File: src/rtl/src_pkg.sv
package src_pkg;

  typedef enum logic [1:0] {
    ST_RUN     = 2'd0,
    ST_STOP    = 2'd1,
    ST_RECOVER = 2'd2
  } src_state_e;

  // Number of input-clock cycles the recovery window lasts.
  function automatic int unsigned rec_len(input logic fast,
                                          input int unsigned long_d,
                                          input int unsigned short_d);
    return fast ? short_d : long_d;
  endfunction

endpackage

File: src/rtl/src_fsm.sv
module src_fsm
  import src_pkg::*;
(
  input  logic       clk,
  input  logic       rst_n,
  input  logic       stop_req,
  input  logic       wake,
  input  logic       rec_expire,
  output src_state_e state,
  output logic       rec_start
);

  src_state_e nxt;

  always_comb begin
    nxt       = state;
    rec_start = 1'b0;
    unique case (state)
      ST_RUN: begin
        if (stop_req) begin
          if (wake) begin
            nxt       = ST_RECOVER;
            rec_start = 1'b1;
          end else begin
            nxt = ST_STOP;
          end
        end
      end
      ST_STOP: begin
        if (wake) begin
          nxt       = ST_RECOVER;
          rec_start = 1'b1;
        end
      end
      ST_RECOVER: begin
        if (rec_expire) nxt = ST_RUN;
      end
      default: nxt = ST_RUN;
    endcase
  end

  always_ff @(posedge clk or negedge rst_n) begin
    if (!rst_n) state <= ST_RUN;
    else        state <= nxt;
  end

endmodule

File: src/rtl/src_counter.sv
module src_counter
  import src_pkg::*;
#(
  parameter int unsigned LONG_DELAY  = 4096,
  parameter int unsigned SHORT_DELAY = 32,
  parameter int unsigned CW          = 13
) (
  input  logic          clk,
  input  logic          rst_n,
  input  logic          run,
  input  logic          rec_start,
  input  logic          fast_cfg,
  output logic          expire,
  output logic [CW-1:0] cnt,
  output logic [CW-1:0] lim
);

  // The limit is captured once, when recovery begins.
  always_ff @(posedge clk or negedge rst_n) begin
    if (!rst_n)         lim <= CW'(LONG_DELAY);
    else if (rec_start) lim <= CW'(rec_len(fast_cfg, LONG_DELAY, SHORT_DELAY));
  end

  // The count is held at zero outside the recovery window.
  always_ff @(posedge clk or negedge rst_n) begin
    if (!rst_n)   cnt <= '0;
    else if (!run) cnt <= '0;
    else          cnt <= cnt + CW'(1);
  end

  assign expire = run && (cnt == lim - CW'(1));

endmodule

File: src/rtl/src_flag.sv
module src_flag (
  input  logic clk,
  input  logic rst_n,
  input  logic set,
  input  logic clr,
  output logic flag
);

  always_ff @(posedge clk or negedge rst_n) begin
    if (!rst_n)   flag <= 1'b0;
    else if (set) flag <= 1'b1;
    else if (clr) flag <= 1'b0;
  end

endmodule

File: src/rtl/stop_recovery_ctrl.sv
module stop_recovery_ctrl
  import src_pkg::*;
#(
  parameter int unsigned LONG_DELAY  = 4096,
  parameter int unsigned SHORT_DELAY = 32
) (
  input  logic clk,
  input  logic rst_n,
  input  logic stop_req,
  input  logic irq_req,
  input  logic brk_req,
  input  logic fast_rec_cfg,
  input  logic flag_clr,
  output logic clock_en,
  output logic recovering,
  output logic recovery_done,
  output logic brk_stop_flag
);

  localparam int unsigned CNT_W = $clog2(LONG_DELAY + 1);

  // Internal events brought out as named wires for the assertions.
  src_state_e       st;
  logic             wake;
  logic             rec_start;
  logic             rec_expire;
  logic             brk_wake;
  logic [CNT_W-1:0] cnt;
  logic [CNT_W-1:0] lim;

  assign wake     = irq_req | brk_req;
  assign brk_wake = brk_req && ((st == ST_STOP) || (st == ST_RUN && stop_req));

  src_fsm u_fsm (
    .clk        (clk),
    .rst_n      (rst_n),
    .stop_req   (stop_req),
    .wake       (wake),
    .rec_expire (rec_expire),
    .state      (st),
    .rec_start  (rec_start)
  );

  src_counter #(
    .LONG_DELAY  (LONG_DELAY),
    .SHORT_DELAY (SHORT_DELAY),
    .CW          (CNT_W)
  ) u_cnt (
    .clk       (clk),
    .rst_n     (rst_n),
    .run       (st == ST_RECOVER),
    .rec_start (rec_start),
    .fast_cfg  (fast_rec_cfg),
    .expire    (rec_expire),
    .cnt       (cnt),
    .lim       (lim)
  );

  src_flag u_flag (
    .clk   (clk),
    .rst_n (rst_n),
    .set   (brk_wake),
    .clr   (flag_clr),
    .flag  (brk_stop_flag)
  );

  always_ff @(posedge clk or negedge rst_n) begin
    if (!rst_n) recovery_done <= 1'b0;
    else        recovery_done <= rec_expire;
  end

  assign clock_en   = (st == ST_RUN);
  assign recovering = (st == ST_RECOVER);

endmodule


File: config.mk
export PLATFORM = sky130hd
export DESIGN_NAME = stop_recovery_ctrl
export DESIGN_NICKNAME = d
export VERILOG_FILES = /design/src/rtl/src_pkg.sv /design/src/rtl/src_fsm.sv /design/src/rtl/src_counter.sv /design/src/rtl/src_flag.sv /design/src/rtl/stop_recovery_ctrl.sv
export SDC_FILE = /design/constraint.sdc
export NUM_CORES = 1
export LEC_CHECK = 0
export CAP_MARGIN = 5
export CORE_ASPECT_RATIO = 1.25
export CORE_MARGIN = 1.5
export CORE_UTILIZATION = 50
export DETAILED_ROUTE_END_ITERATION = 8
export GPL_ROUTABILITY_DRIVEN = 0
export PLACE_DENSITY = 0.8
export SLEW_MARGIN = 20
export SYNTH_ARGS = -nofsm -noshare
export SYNTH_HDL_FRONTEND = slang
export SYNTH_SLANG_ARGS = --single-unit
File: constraint.sdc
create_clock -name clk -period 3.32 [get_ports clk]
set_input_delay 0.664 -clock clk [delete_from_list [all_inputs] [get_ports clk]]
set_output_delay 0.664 -clock clk [all_outputs]
set_load 0.02 [all_outputs]
---- Word level (Yosys, flattened, before mapping) ----
Cells that the tools add are included.
word-level totals
  input port bits ......................... 7
  register bits ........................... 30
operators by class
  add/sub/neg operators ................... 2
  reduce and logical (&&, ||, !) cells .... 7
  muxes and demuxes ....................... 12
  eq/ne operators ......................... 6
  bitwise operators ....................... 1
operators with widths
  kind                                                 number
  two-way mux 13 bit                                   2
  adder 13 x 1 -> 13 bit, second input constant        1
  equality test 13 bit                                 1
  subtractor 13 x 1 -> 13 bit, second input constant   1
  two-way mux 2 bit                                    4
  case mux 2 bit (3 select lines)                      1
  two-way mux 1 bit                                    4
  != test 2 bit, second input constant                 2
  logical AND 1 bit                                    3
  AND reduction 3 bit                                  1
  equality test 2 x 1 -> 1 bit, second input constant  1
  equality test 2 bit, second input constant           1
  logical NOT 2 bit                                    1
  != test 2 x 1 -> 1 bit, second input constant        1
  case mux 1 bit (2 select lines)                      1
  nonzero test 2 bit                                   1
  logical OR 1 bit                                     1
  bitwise OR 1 bit                                     1

---- Depth between registers and ports, before layout ----
Gate-level depths: netlist of run 1.
  word-level depth ........................ 5
  mapped depth ............................ 5

---- Cells and area by module ----
Synthesis of run 1 repeated with hierarchy kept, for this count alone.
unflattened totals
  cell total of the unflattened synthesis .. 101
  area total of the unflattened synthesis .. 1,019.7 µm²
modules (own cells, without submodules)
  module              instances  area an instance (µm²)  seq. area each (µm²)  cells each
  src_counter         1          833.3                   376.6                 84
  src_fsm             1          90.1                    50.0                  8
  stop_recovery_ctrl  1          60.1                    25.0                  6
  src_flag            1          36.3                    25.0                  3

---- Least setup slack after synthesis of run 1 ----
OpenSTA, ideal clock, no wires.
  kind .................................... reg-to-reg
  start ................................... register u_cnt.cnt[7]
  end ..................................... register u_fsm.state[1]
  required time ........................... 3.183 ns
  setup time .............................. 0.137 ns
  cell stages (with the launch flop) ...... 5
  data arrival time ....................... 1.281 ns
  slack ................................... 1.902 ns
  path buffers ............................ 0
  cells stage by stage .................... dfrtp_1 -> nand4_2 -> or4_1 -> a21oi_1 -> o22ai_1
on the way
  cells in the longest elaborated chain, start to end .. 4
ends and longest elaborated chain
  what                                  RTL line           RTL
  start, declared                       src_counter.sv:14  output logic [CW-1:0] cnt,
  start signal, assigned                src_counter.sv:28  else cnt <= cnt + CW'(1);
  equality test 13 bit                  src_counter.sv:31  assign expire = run && (cnt == lim - CW'(1));
  logical AND 1 bit                     src_counter.sv:31
  != test 2 bit (no source line)        -
  AND reduction 3 bit (no source line)  -
  end signal, assigned                  src_fsm.sv:44      else state <= nxt;
  end, declared                         src_fsm.sv:9       output src_state_e state,
Every way passes these cells.
A chain may end at the register's enable or synchronous reset.

---- Worst setup path in the final report of run 1 ----
  start ................................... register u_fsm.state[0]
  end ..................................... output recovering
on the way
  cells in the longest elaborated chain, start to end .. 1
ends and longest elaborated chain
  what                 RTL line                  RTL
  equality test 2 bit  stop_recovery_ctrl.sv:73  assign recovering = (st == ST_RECOVER);
  end, declared        stop_recovery_ctrl.sv:15  output logic recovering,
Every way passes these cells.

==> flow_summary.json, run 1 <==
{
  "status": "completed",
  "synth-seq-cells": 19,
  "min_period_ps": 2510,
  "pre_cts_ws_ps": 1120,
  "final_nets": 108,
  "synthTopCellsByArea": "dfrtp_1 52%, xnor2_1 9.1%, nor2_1 6.9%",
  "clock_path_buffers": 2,
  "cts_tree": "done",
  "worst_pin_slew_ps": 799,
  "hold_viol_final": 0,
  "post-cts-setup-buffer-count": 0,
  "ctsHtreeMaxLevel": 1,
  "syn-num-nets": 94,
  "final-seq-area_um2": 477,
  "cpLargestDelayFamily": "buffers and inverters",
  "fp-row-count": 16,
  "pin_count": 11,
  "ys_warn_count": 0,
  "avgSynthCellArea_um2": 10.1,
  "path_cells": "nand2b_1 > inv_1 > clkdlybuf4s50_1",
  "drtIter0Drc": 8,
  "yosys_most_used_dff": "dfrtp_1",
  "min_path_type": "flip-flop to flip-flop",
  "port_buffers": 10,
  "cp-start-kind": "flip-flop",
  "maxCapViolCount": 0,
  "nFillCells": 146,
  "cts_buffers": 3,
  "grt_pass1_vias": 625,
  "grt_usage_pct": 19.1,
  "worstReg2RegEnd": "u_fsm.state[1]",
  "finalCritPeriodShare_pct": 75.7,
  "grt_pass1_wl_mm": 2.65,
  "cp.depth": 3,
  "wire_per_inst_um": 12.0,
  "required_ps": 2660,
  "antenna_found_initial": 0,
  "synth_edf_count": 0,
  "grt_max_degree": 20,
  "slowest_delay_ps": 620,
  "end_kind": "output port",
  "r2r.worst_path.cells": 4,
  "rsz0062_at_grt": "false",
  "ctsResizeCount": 0,
  "grt_overflow_total": 0,
  "r2r_slack_ps": 1740,
  "slowest_stage": "clkdlybuf4s50_1",
  "yosysSeqAreaShare_pct": 54.9,
  "route.detailed.drc": 0,
  "finalSetupViolCount": 0,
  "synth_cell_types": 23,
  "ant_nets": 0,
  "maxSlewViolCount": 0,
  "clock-sinks": 19,
  "fp.coreArea_mm2": 0.00160,
  "die_w_um": 40.3,
  "clock_insertion_delay_worst_skew_ps": 300,
  "layout-drive-gt1-share_pct": 7.07,
  "arrival_ps": 1850,
  "die_y_um": 49.6,
  "crit_buf_inv": 2,
  "initial_utilization_pct": 54.2,
  "synth_area_um2": 868,
  "pwr_density_cell_mw_per_mm2": 618,
  "vias": 650,
  "dpl_cell_area_um2": 987,
  "post_cts_hold_buffer_count": 0,
  "drt-total-wl_mm": 1.41,
  "firstDrtPassIters": 4,
  "clockRootBuffer": "clkbuf_4",
  "skew_ps": 4.19,
  "multi_input_comb_area_um2": 369,
  "drt-vias-per-instance": 5.56,
  "hpwl_mm": 1.04,
  "vdd_drop_max_mv": 0.444,
  "synthArstFlopShare_pct": 100,
  "area_growth_pct": 16.7,
  "n_antenna_cell": 0,
  "crit_path_end": "recovering",
  "fin_ws_ps": 806,
  "final_cell_area_mm2": 0.00101,
  "p_leak_nw": 0.428,
  "synth.top_cell.area_share_pct": 51.9,
  "tns_ps": 0,
  "yosysTopAreaCell": "dfrtp_1",
  "syn_inst": 86,
  "startpoint": "u_fsm.state[0]",
  "crit_fanout": 14,
  "die_area_mm2": 0.00200,
  "slew-limit-headroom_pct": 46.6,
  "clkSlewWorstSetupHoldPaths_ps": 100,
  "r2r-start": "u_cnt.cnt[7]",
  "fmax_mhz": 398,
  "critPathKind": "flip-flop to output port"
}
-- Yosys cell counts, types with 2 or more instances --
cell / instances
a21oi_1: 3
and2_1: 2
dfrtp_1: 18
inv_1: 5
nand2_1: 3
nand3_1: 5
nand4_2: 2
nor2_1: 16
nor3_1: 6
nor4_1: 3
o22ai_1: 2
xnor2_1: 9
xor2_1: 2
-- cell usage in the layout (no fill, tap or decap), types with 2 or more instances in the layout --
| cell | synthesis | layout |
|---|---|---|
| inv_1 | 5 | 5 |
| clkbuf_4 | 0 | 3 |
| xor2_1 | 2 | 2 |
| nor2_1 | 16 | 16 |
| nand2_1 | 3 | 3 |
| clkdlybuf4s50_1 | 0 | 10 |
| and2_1 | 2 | 2 |
| nor4_1 | 3 | 3 |
| dfrtp_1 | 18 | 18 |
| xnor2_1 | 9 | 9 |
| o22ai_1 | 2 | 2 |
| nand3_1 | 5 | 5 |
| nor3_1 | 6 | 6 |
| a21oi_1 | 3 | 3 |
| nand4_2 | 2 | 2 |
-- registers in the layout (all words and copies together) (netlist names) --
signal / cells
recovery_done: 1
u_cnt.lim: 2
u_flag.flag: 1
u_fsm.state: 2
u_cnt.cnt: 13
-- worst register-to-register path, stage by stage (launching register included) --
cell and delay [ps]:
dfrtp_1 480, nand4_2 140, or4_1 530, a21oi_1 210
o22ai_1 100
-- worst min-delay path by stage --
stage               depth (start not counted)  slack (ps)            end         start
floorplan                                   0         370  recovery_done         rst_n
global placement                            1         470   u_cnt.cnt[0]  u_cnt.cnt[0]
detailed placement                          1         480   u_cnt.cnt[0]  u_cnt.cnt[0]
CTS                                         1         500   u_cnt.cnt[0]  u_cnt.cnt[0]
global route                                1         530   u_cnt.cnt[0]  u_cnt.cnt[0]
finish                                      1         500   u_cnt.cnt[0]  u_cnt.cnt[0]
-- report_power, final --
part           internal, mW  switching, mW  total (mW)  leakage [nW]
clock                0.0469         0.0704       0.117        0.0150
combinational        0.0848         0.0994       0.184         0.163
sequential            0.283         0.0422       0.325         0.251
-- through the flow --
stage / std cells / power [mW] / hold WS, ps / util, %
3_5_place_dp: 113 / 0.517 / 483 / 61.6
3_3_place_gp: 113 / 0.511 / 470 / 61.6
2_1_floorplan: 86 / 0.451 / 368 / -
6_report: 117 / 0.626 / 498 / 63.3
5_1_grt: 117 / 0.673 / 535 / 63.3
4_1_cts: 117 / 0.633 / 497 / 63.3
-- layout make-up --
class	count	share of cell area, %
sequential	19	47.0
multi-input combinational	61	36.4
timing repair buffer	10	9.88
clock buffer	4	2.59
tap	18	2.22
inverter	5	1.85
-- layer usage --
layer  vias up  wire length [um]  global-route usage, %
met3         5                49                   4.05
li1        318                 -                      -
met5         -                 0                      0
met1       315               607                   26.1
met4         0                43                   10.0
met2        12               705                   27.7
-- cell families after synthesis --
family	count (synthesis)	synth area share (%)
AO/OA/AOI/OAI	7	4.61
buffers and inverters	6	2.59
multiplexers	1	1.30
AND/OR/NAND/NOR	41	24.1
XOR/XNOR	11	11.1
flip-flops	19	54.9
adder cells (fa/ha/maj)	1	1.44
(Power assumes the default switching activity.)
==> run 2: changes to the inputs <==
--- a/config.mk
+++ b/config.mk
@@ -8,10 +8,10 @@
 export CAP_MARGIN = 5
 export CORE_ASPECT_RATIO = 1.25
 export CORE_MARGIN = 1.5
-export CORE_UTILIZATION = 50
+export CORE_UTILIZATION = 47
 export DETAILED_ROUTE_END_ITERATION = 8
 export GPL_ROUTABILITY_DRIVEN = 0
-export PLACE_DENSITY = 0.8
+export PLACE_DENSITY = 0.79
 export SLEW_MARGIN = 20
 export SYNTH_ARGS = -nofsm -noshare
 export SYNTH_HDL_FRONTEND = slang
==> constraint.sdc (replaced) <==
create_clock -name clk -period 2 [get_ports clk]
set_input_delay 0.4 -clock clk [delete_from_list [all_inputs] [get_ports clk]]
set_output_delay 0.4 -clock clk [all_outputs]
set_load 0.02 [all_outputs]
==> flow_summary.json, run 2 (synthesis gave the netlist of run 1 again) <==
{
  "maxCapViolCount": 0,
  "grt_overflow_total": 0,
  "fin_cells": 120,
  "dpl_cell_area_mm2": 0.00100,
  "port_buffers": 10,
  "layout-drive-gt1-share_pct": 9.90,
  "final_cell_mix": "18 x dfrtp_1, 16 x nor2_1, 9 x xnor2_1, 9 x clkdlybuf4s50_1, 6 x nor3_1",
  "clockRootBuffer": "clkbuf_4",
  "hpwl_mm": 1.17,
  "grt_pass1_vias": 678,
  "grt_max_degree": 14,
  "wire_per_inst_um": 12.8,
  "drtIter0Drc": 3,
  "min_period_ps": 1820,
  "vdd_drop_max_mv": 0.933,
  "die_area_mm2": 0.00212,
  "slowest_stage": "clkdlybuf4s50_1",
  "worst_pin_slew_ps": 373,
  "critPathKind": "flip-flop to output port",
  "skew_ps": 3.98,
  "status": "completed",
  "clock_path_buffers": 2,
  "ctsHtreeMaxLevel": 1,
  "maxSlewViolCount": 0,
  "slowest_delay_ps": 600,
  "pre_cts_ws_ps": 334,
  "vias": 662,
  "grt_usage_pct": 17.8,
  "required_ps": 1600,
  "cp-start-kind": "flip-flop",
  "initial_utilization_pct": 49.8,
  "cts_buffers": 3,
  "cpLargestDelayFamily": "buffers and inverters",
  "route.detailed.drc": 0,
  "grt_pass1_wl_mm": 2.83,
  "tns_ps": 0,
  "area_growth_pct": 19.0,
  "fp-row-count": 17,
  "largest-register": "u_cnt.cnt",
  "antenna_found_initial": 0,
  "place_inst": 116,
  "drt-vias-per-instance": 5.52,
  "fin_util_pct": 59.3,
  "fmax_mhz": 548,
  "p_leak_nw": 0.445,
  "final_cell_area_mm2": 0.00103,
  "reg_top3": "u_cnt.cnt (13), u_cnt.lim (2), u_fsm.state (2)",
  "final_common_cell": "dfrtp_1",
  "end_kind": "output port",
  "die_y_um": 51.1,
  "post-cts-setup-buffer-count": 0,
  "finalCritPeriodShare_pct": 91.2,
  "pin_count": 11,
  "clock-sinks": 19,
  "path_cells": "nor2_1 > clkdlybuf4s50_1",
  "min_path_type": "input pin to asynchronous set/reset pin",
  "die_w_um": 41.4,
  "fp.coreArea_mm2": 0.00174,
  "pwr_density_cell_mw_per_mm2": 1030,
  "ant_nets": 0,
  "nFillCells": 163,
  "n_antenna_cell": 0,
  "clock_insertion_delay_worst_skew_ps": 300,
  "rsz0062_at_grt": "false",
  "firstDrtPassIters": 2,
  "fin_ws_ps": 176,
  "final_nets": 110,
  "drt-total-wl_mm": 1.54,
  "crit_fanout": 3,
  "slew-limit-headroom_pct": 74.9,
  "cts_tree": "done",
  "crit_buf_inv": 1,
  "hold_viol_final": 0,
  "arrival_ps": 1420,
  "clkSlewWorstSetupHoldPaths_ps": 100,
  "largest_register_ffs": 13,
  "finalSetupViolCount": 0
}
[run 2: worst paths after layout]
kind | start | to | slack (ps) | cells after the start
setup / recovery | u_fsm.state[1] | clock_en | 180 | 2
hold / removal | rst_n | u_cnt.cnt[6] | 350 | 1
setup reg to reg | u_cnt.cnt[7] | u_fsm.state[1] | 380 | 4
hold reg to reg | u_cnt.cnt[0] | u_cnt.cnt[0] | 490 | 1
max in group asynchronous | rst_n | u_fsm.state[1] | 1180 | 2
min in group clk | u_cnt.cnt[0] | u_cnt.cnt[0] | 490 | 1
[run 2: cell type report]
cell class	count	area, um^2	area share [%]
repair buffers	12	118	11.4
multi-input cells	61	369	35.7
flip-flops and latches	19	477	46.1
clock inverters	1	5.00	0.484
inverters	5	18.8	1.82
well taps	19	23.8	2.30
clock buffers	3	22.5	2.18
[run 2: what timing repair did]
item / in CTS / in global routing
hold buffers: 0 / 0
gates resized for setup: 0 / 1
setup endpoints to repair: 0 / 1
[run 2: where the power goes]
| group | leakage (nW) | internal [mW] | total (mW) | switching [mW] |
|---|---|---|---|---|
| clock | 0.0177 | 0.0746 | 0.193 | 0.118 |
| sequential | 0.251 | 0.469 | 0.542 | 0.0729 |
| combinational | 0.177 | 0.152 | 0.325 | 0.173 |
| total | 0.445 | 0.696 | 1.06 | 0.364 |
[run 2: metal layers]
layer / wire (um) / part of all wire, % / track usage (%)
met1: 641 / 42 / 19.7
met2: 806 / 52 / 32.3
met3: 51 / 3.3 / 2.47
met4: 38 / 2.5 / 10.2
met5: 0 / 0 / 0
[run 2: per-stage QoR]
stage | total power, mW | hold slack (ps)
6_report | 1.06 | 349
3_5_place_dp | 0.879 | 479
4_1_cts | 1.08 | 358
2_1_floorplan | 0.748 | 104
5_1_grt | 1.14 | 366
3_3_place_gp | 0.873 | 477
